--- src/rtl/ipp_pkg.sv ---
package ipp_pkg;
  typedef enum logic [2:0] {
    OP_DELIVER  = 3'd0,
    OP_SET_THR  = 3'd1,
    OP_SET_IPI  = 3'd2,
    OP_ACCEPT   = 3'd3,
    OP_COMPLETE = 3'd4
  } ipp_op_e;
endpackage

--- src/rtl/ipp_decide.sv ---
module ipp_decide #(
  parameter int PRIO_W  = 8,
  parameter int SRC_W   = 24,
  parameter int IPI_SRC = 2,
  localparam int WORD_W = PRIO_W + SRC_W
) (
  input  logic              cmd_valid,
  input  logic [2:0]        cmd_kind,
  input  logic [SRC_W-1:0]  cmd_src,
  input  logic [PRIO_W-1:0] cmd_prio,
  input  logic [WORD_W-1:0] cmd_word,
  input  logic [PRIO_W-1:0] cur_thr,
  input  logic [SRC_W-1:0]  cur_src,
  input  logic [PRIO_W-1:0] cur_pend,
  input  logic [PRIO_W-1:0] cur_ipi,
  input  logic              cur_line,
  output logic [PRIO_W-1:0] nxt_thr,
  output logic [SRC_W-1:0]  nxt_src,
  output logic [PRIO_W-1:0] nxt_pend,
  output logic [PRIO_W-1:0] nxt_ipi,
  output logic              nxt_line,
  output logic              ev_rej,
  output logic [SRC_W-1:0]  ev_rej_src,
  output logic              ev_resend,
  output logic              ev_eoi,
  output logic [SRC_W-1:0]  ev_eoi_src,
  output logic              ev_acc,
  output logic [WORD_W-1:0] ev_acc_word
);
  import ipp_pkg::*;

  localparam logic [SRC_W-1:0] IPI_NUM = SRC_W'(IPI_SRC);

  logic busy;
  logic want_resend;

  assign busy = (cur_src != '0);

  always_comb begin
    nxt_thr     = cur_thr;
    nxt_src     = cur_src;
    nxt_pend    = cur_pend;
    nxt_ipi     = cur_ipi;
    nxt_line    = cur_line;
    ev_rej      = 1'b0;
    ev_rej_src  = '0;
    ev_eoi      = 1'b0;
    ev_eoi_src  = '0;
    ev_acc      = 1'b0;
    ev_acc_word = '0;
    want_resend = 1'b0;
    if (cmd_valid) begin
      case (cmd_kind)
        OP_DELIVER: begin
          if (cmd_prio >= cur_thr || (busy && cur_pend <= cmd_prio)) begin
            ev_rej     = 1'b1;
            ev_rej_src = cmd_src;
          end else begin
            ev_rej     = busy;
            ev_rej_src = busy ? cur_src : '0;
            nxt_src    = cmd_src;
            nxt_pend   = cmd_prio;
            nxt_line   = 1'b1;
          end
        end
        OP_SET_IPI: begin
          nxt_ipi = cmd_prio;
          if (cmd_prio < cur_thr && !(busy && cur_pend <= cmd_prio)) begin
            ev_rej     = busy;
            ev_rej_src = busy ? cur_src : '0;
            nxt_src    = IPI_NUM;
            nxt_pend   = cmd_prio;
            nxt_line   = 1'b1;
          end
        end
        OP_SET_THR: begin
          nxt_thr = cmd_prio;
          if (cmd_prio < cur_thr) begin
            if (busy && cmd_prio <= cur_pend) begin
              nxt_src    = '0;
              nxt_line   = 1'b0;
              ev_rej     = 1'b1;
              ev_rej_src = cur_src;
            end
          end else begin
            want_resend = !busy;
          end
        end
        OP_ACCEPT: begin
          ev_acc      = 1'b1;
          ev_acc_word = {cur_thr, cur_src};
          nxt_line    = 1'b0;
          nxt_thr     = cur_pend;
          nxt_src     = '0;
        end
        OP_COMPLETE: begin
          ev_eoi      = 1'b1;
          ev_eoi_src  = cmd_word[SRC_W-1:0];
          nxt_thr     = cmd_word[WORD_W-1 -: PRIO_W];
          want_resend = !busy;
        end
        default: ;
      endcase
    end
    // Resend only happens with nothing waiting, so it never displaces.
    ev_resend = want_resend;
    if (want_resend && cur_ipi < nxt_thr) begin
      nxt_src  = IPI_NUM;
      nxt_pend = cur_ipi;
      nxt_line = 1'b1;
    end
  end
endmodule

--- src/rtl/ipp_event_regs.sv ---
module ipp_event_regs #(
  parameter int PRIO_W  = 8,
  parameter int SRC_W   = 24,
  localparam int WORD_W = PRIO_W + SRC_W
) (
  input  logic              clk,
  input  logic              rst_n,
  input  logic              ev_rej,
  input  logic [SRC_W-1:0]  ev_rej_src,
  input  logic              ev_resend,
  input  logic              ev_eoi,
  input  logic [SRC_W-1:0]  ev_eoi_src,
  input  logic              ev_acc,
  input  logic [WORD_W-1:0] ev_acc_word,
  output logic              rej_valid,
  output logic [SRC_W-1:0]  rej_src,
  output logic              resend_req,
  output logic              eoi_valid,
  output logic [SRC_W-1:0]  eoi_src,
  output logic              acc_valid,
  output logic [WORD_W-1:0] acc_word
);
  always_ff @(posedge clk) begin
    if (!rst_n) begin
      rej_valid  <= 1'b0;
      rej_src    <= '0;
      resend_req <= 1'b0;
      eoi_valid  <= 1'b0;
      eoi_src    <= '0;
      acc_valid  <= 1'b0;
      acc_word   <= '0;
    end else begin
      rej_valid  <= ev_rej;
      rej_src    <= ev_rej_src;
      resend_req <= ev_resend;
      eoi_valid  <= ev_eoi;
      eoi_src    <= ev_eoi_src;
      acc_valid  <= ev_acc;
      acc_word   <= ev_acc_word;
    end
  end
endmodule

--- src/rtl/irq_present_unit.sv ---
module irq_present_unit #(
  parameter int PRIO_W  = 8,
  parameter int SRC_W   = 24,
  parameter int IPI_SRC = 2,
  localparam int WORD_W = PRIO_W + SRC_W
) (
  input  logic              clk,
  input  logic              rst_n,
  input  logic              cmd_valid,
  input  logic [2:0]        cmd_kind,
  input  logic [SRC_W-1:0]  cmd_src,
  input  logic [PRIO_W-1:0] cmd_prio,
  input  logic [WORD_W-1:0] cmd_word,
  output logic              irq_out,
  output logic              rej_valid,
  output logic [SRC_W-1:0]  rej_src,
  output logic              resend_req,
  output logic              eoi_valid,
  output logic [SRC_W-1:0]  eoi_src,
  output logic              acc_valid,
  output logic [WORD_W-1:0] acc_word
);
  logic [PRIO_W-1:0] thr_q, pend_q, ipi_q;
  logic [SRC_W-1:0]  src_q;
  logic              line_q;
  logic [PRIO_W-1:0] thr_d, pend_d, ipi_d;
  logic [SRC_W-1:0]  src_d;
  logic              line_d;
  logic              e_rej, e_resend, e_eoi, e_acc;
  logic [SRC_W-1:0]  e_rej_src, e_eoi_src;
  logic [WORD_W-1:0] e_acc_word;

  ipp_decide #(.PRIO_W(PRIO_W), .SRC_W(SRC_W), .IPI_SRC(IPI_SRC)) u_decide (
    .cmd_valid(cmd_valid), .cmd_kind(cmd_kind), .cmd_src(cmd_src),
    .cmd_prio(cmd_prio), .cmd_word(cmd_word),
    .cur_thr(thr_q), .cur_src(src_q), .cur_pend(pend_q), .cur_ipi(ipi_q),
    .cur_line(line_q),
    .nxt_thr(thr_d), .nxt_src(src_d), .nxt_pend(pend_d), .nxt_ipi(ipi_d),
    .nxt_line(line_d),
    .ev_rej(e_rej), .ev_rej_src(e_rej_src), .ev_resend(e_resend),
    .ev_eoi(e_eoi), .ev_eoi_src(e_eoi_src),
    .ev_acc(e_acc), .ev_acc_word(e_acc_word)
  );

  always_ff @(posedge clk) begin
    if (!rst_n) begin
      thr_q  <= '0;
      src_q  <= '0;
      pend_q <= '0;
      ipi_q  <= '1;
      line_q <= 1'b0;
    end else begin
      thr_q  <= thr_d;
      src_q  <= src_d;
      pend_q <= pend_d;
      ipi_q  <= ipi_d;
      line_q <= line_d;
    end
  end

  assign irq_out = line_q;

  ipp_event_regs #(.PRIO_W(PRIO_W), .SRC_W(SRC_W)) u_events (
    .clk(clk), .rst_n(rst_n),
    .ev_rej(e_rej), .ev_rej_src(e_rej_src), .ev_resend(e_resend),
    .ev_eoi(e_eoi), .ev_eoi_src(e_eoi_src),
    .ev_acc(e_acc), .ev_acc_word(e_acc_word),
    .rej_valid(rej_valid), .rej_src(rej_src), .resend_req(resend_req),
    .eoi_valid(eoi_valid), .eoi_src(eoi_src),
    .acc_valid(acc_valid), .acc_word(acc_word)
  );
endmodule

--- config.mk ---
export PLATFORM = sky130hd
export DESIGN_NAME = irq_present_unit
export DESIGN_NICKNAME = d
export VERILOG_FILES = /design/src/rtl/ipp_pkg.sv /design/src/rtl/ipp_decide.sv /design/src/rtl/ipp_event_regs.sv /design/src/rtl/irq_present_unit.sv
export SDC_FILE = /design/constraint.sdc
export NUM_CORES = 1
export LEC_CHECK = 0
export BUFFER_PORTS_ARGS = -buffer_cell sky130_fd_sc_hd__buf_2
export CAP_MARGIN = 15
export CORE_MARGIN = 2
export CORE_UTILIZATION = 30
export CTS_CLUSTER_SIZE = 12
export DETAILED_ROUTE_END_ITERATION = 16
export PLACE_DENSITY = 0.57
export SYNTH_ARGS = -nofsm -noshare
export SYNTH_HDL_FRONTEND = slang
export SYNTH_SLANG_ARGS = --single-unit
--- constraint.sdc ---
create_clock -name clk -period 3.7 [get_ports clk]
set_input_delay 0.185 -clock clk [delete_from_list [all_inputs] [get_ports clk]]
set_output_delay 0.185 -clock clk [all_outputs]
set_load 0.05 [all_outputs]
==> results.json <==
{
  "antenna_found_initial": 0,
  "diodes": 0,
  "async_reset_ff_frac": 0,
  "syn_to_final_growth_pct": 38.7,
  "io_pins": 155,
  "yosys.cell_types.count": 52,
  "skew_ns": 0.00921,
  "grt_use_total": 0.162,
  "viasPerCell": 4.72,
  "portBuffers": 154,
  "cts_setup_buffers": 0,
  "min_period_ns": 2.87,
  "fmax_ghz": 0.349,
  "multi_input_area_sq_um": 2360,
  "yosysTopAreaCell": "dfxtp_1",
  "worst_slack_ns": 0.835,
  "dr.pass1.iters": 5,
  "synth_most_common_cell": "dfxtp_1",
  "ys_seq_elements": 133,
  "dieArea_sq_um": 18600,
  "ir_drop_mv": 0.314,
  "rows": 48,
  "cts_made_buffers": 17,
  "cts_max_path_buffers": 2,
  "initial_utilization": 0.305,
  "setup_viol": 0,
  "crit_chain": "inv_1 -> ha_1 -> a211oi_1 -> a31o_2 -> nand3_1 -> a22oi_2 -> o21ai_1 -> nor4_4 -> buf_6 -> a22o_1",
  "fin_crit_sh": 0.774,
  "drive_above_1_share": 0.277,
  "yosysWarningCount": 0,
  "drv_slew": 0,
  "hold_viol": 0,
  "ff_latch_area_sq_um": 2660,
  "worst-path-max-fanout": 16,
  "clk_latency_ns": 0.42,
  "hold_path.class": "input pin to flop",
  "dieWidth_um": 136,
  "startpoint_type": "flop",
  "slowest_delay_ns": 0.54,
  "worst_setup_path_end_kind": "flop",
  "ys_seq_area_frac": 0.506,
  "place.gp.congestion": 0.875,
  "yosys-top-cells-area": "dfxtp_1 51%, and2_1 6.4%, ha_1 5.5%, a22o_1 3.8%, nand2_1 3.6%",
  "synthFlopType": "dfxtp_1",
  "cts_max_level": 4,
  "critPathSlowestCell": "nor4_4",
  "final_nets": 825,
  "required_ns": 4.06,
  "synth_top_area_share": 0.506,
  "status": "completed",
  "power.leakage_nw": 3.37,
  "dp_hpwl_mm": 11.0,
  "drc": 0,
  "final_antenna_net_count": 0,
  "wl_per_cell_um": 15.7,
  "die_h_um": 136,
  "dr_total_vias": 4581,
  "cts_tree": "built",
  "clock-sinks": 133,
  "grt_overflow": 0,
  "hold_slack_ns": 0.0225,
  "relSlewSlack": 0.411,
  "avgSynthCellArea_sq_um": 9.81,
  "path_buf_inv": 2,
  "synthesis.area_sq_um": 5260,
  "core-area_sq_um": 17200,
  "grt_pass1_wl_mm": 22.9,
  "synthCells": 536,
  "synth_edf_count": 0,
  "setup_tns_ns": 0,
  "rsz0062_at_grt": "false",
  "drv_cap": 0,
  "drt_iter0_drc": 211,
  "wl_mm": 15.2,
  "power_density_nw_per_um2": 508,
  "clk_pin_slew_ns": 0.06,
  "dp_slack_ns": 0.279,
  "synth_fp_nets": 629,
  "crit_type": "flop to flop",
  "grt_max_degree": 26,
  "grt_pass1_vias": 4247,
  "synth_common_cells": "133 x dfxtp_1, 54 x and2_1, 50 x nand2_1, 27 x inv_1, 27 x nor2_1",
  "tightestPinTransition_ns": 0.880,
  "nFillCells": 1705,
  "path_delay_family": "compound AO/OA/AOI/OAI gates",
  "clockRootBuffer": "clkbuf_16",
  "crit_arrival_ns": 3.23
}
[layout make-up]
type	count	share of cell area
Multi-Input combinational cell	351	0.323
Inverter	27	0.0139
Clock inverter	11	0.0269
Tap cell	225	0.0386
Timing Repair Buffer	202	0.169
Sequential cell	133	0.365
Clock buffer	21	0.0631
[stage by stage]
step / area [sq um] / std cells / total power, mW / util
2_1_floorplan: 5260 / 536 / 1.71 / -
3_3_place_gp: 6230 / 898 / 1.83 / 0.362
3_5_place_dp: 6230 / 898 / 1.83 / 0.362
4_1_cts: 7280 / 969 / 3.74 / 0.422
5_1_grt: 7290 / 970 / 3.84 / 0.423
6_report: 7290 / 970 / 3.70 / 0.423
[registers in the layout (all words and copies together), names as in the netlist]
register and count:
ipi_q 8, irq_out 1, pend_q 8, src_q 24
thr_q 8, u_events.acc_valid 1, u_events.acc_word 32, u_events.eoi_src 24
u_events.eoi_valid 1, u_events.rej_src 24, u_events.rej_valid 1, u_events.resend_req 1
[report_power, final]
part / internal (mW) / total [mW] / switching [mW] / leakage, nW
combinational: 0.144 / 0.350 / 0.206 / 1.98
sequential: 1.46 / 1.48 / 0.0223 / 1.08
clock: 1.24 / 1.87 / 0.636 / 0.314
[per-layer routing]
| metal | wire, um | global-route usage | vias up |
|---|---|---|---|
| li1 | - | - | 2283 |
| met1 | 7080 | 0.215 | 2128 |
| met2 | 7020 | 0.251 | 148 |
| met3 | 902 | 0.0488 | 22 |
| met4 | 236 | 0.0538 | 0 |
| met5 | 0 | 0 | - |
[placed cells by master (no fill, tap or decap), drive strengths merged, types with 2 or more instances in the layout]
cell,Yosys,layout
o211ai,12,12
nand4,4,4
clkinvlp,0,2
nor2b,3,3
and3,5,5
nor2,27,27
a21o,3,3
clkinv,0,2
clkbuf,16,21
bufinv,0,5
nor3,10,10
dfxtp,133,133
o22ai,8,8
nand2,51,51
ha,23,23
o2111ai,2,2
nand3,7,7
nand4b,2,2
inv,27,29
a22oi,21,21
buf,9,163
mux2i,16,16
a21oi,25,25
dlygate4sd3,0,39
o21a,2,2
nor4,8,8
a22o,24,24
nand2b,3,3
o21ai,27,27
and2,54,54
[logic make-up (layout without fill, tap and decap cells)]
logic type / Yosys count / after routing / share of synthesized area
adders and majority gates: 23 / 23 / 0.0547
DFF: 133 / 133 / 0.506
AOI/OAI and AO/OA: 132 / 132 / 0.182
and+or+nand+nor: 179 / 179 / 0.179
buffers and inverters: 52 / 261 / 0.0454
xor gates and xnor gates: 1 / 1 / 0.00167
muxes: 16 / 16 / 0.0304
[path summary, 6_finish.rpt]
path | startpoint | to | slack [ns] | cells after the start
setup / recovery | thr_q[3]$_SDFF_PN0_ | src_q[11]$_SDFFE_PP0P_ | 0.83 | 10
hold / removal | cmd_src[9] | src_q[9]$_SDFFE_PP0P_ | 0.02 | 2
setup reg to reg | thr_q[3]$_SDFF_PN0_ | src_q[11]$_SDFFE_PP0P_ | 0.83 | 10
hold reg to reg | src_q[18]$_SDFFE_PP0P_ | u_events.rej_src[18]$_SDFF_PN0_ | 0.48 | 2
[timing repair]
item,4_1_cts,5_1_grt
hold endpoints to repair,42,0
hold buffers,39,0
endpoints found under the setup margin,0,0
gates resized for setup,0,0
Note: power is estimated with default switching activity, not from simulation.
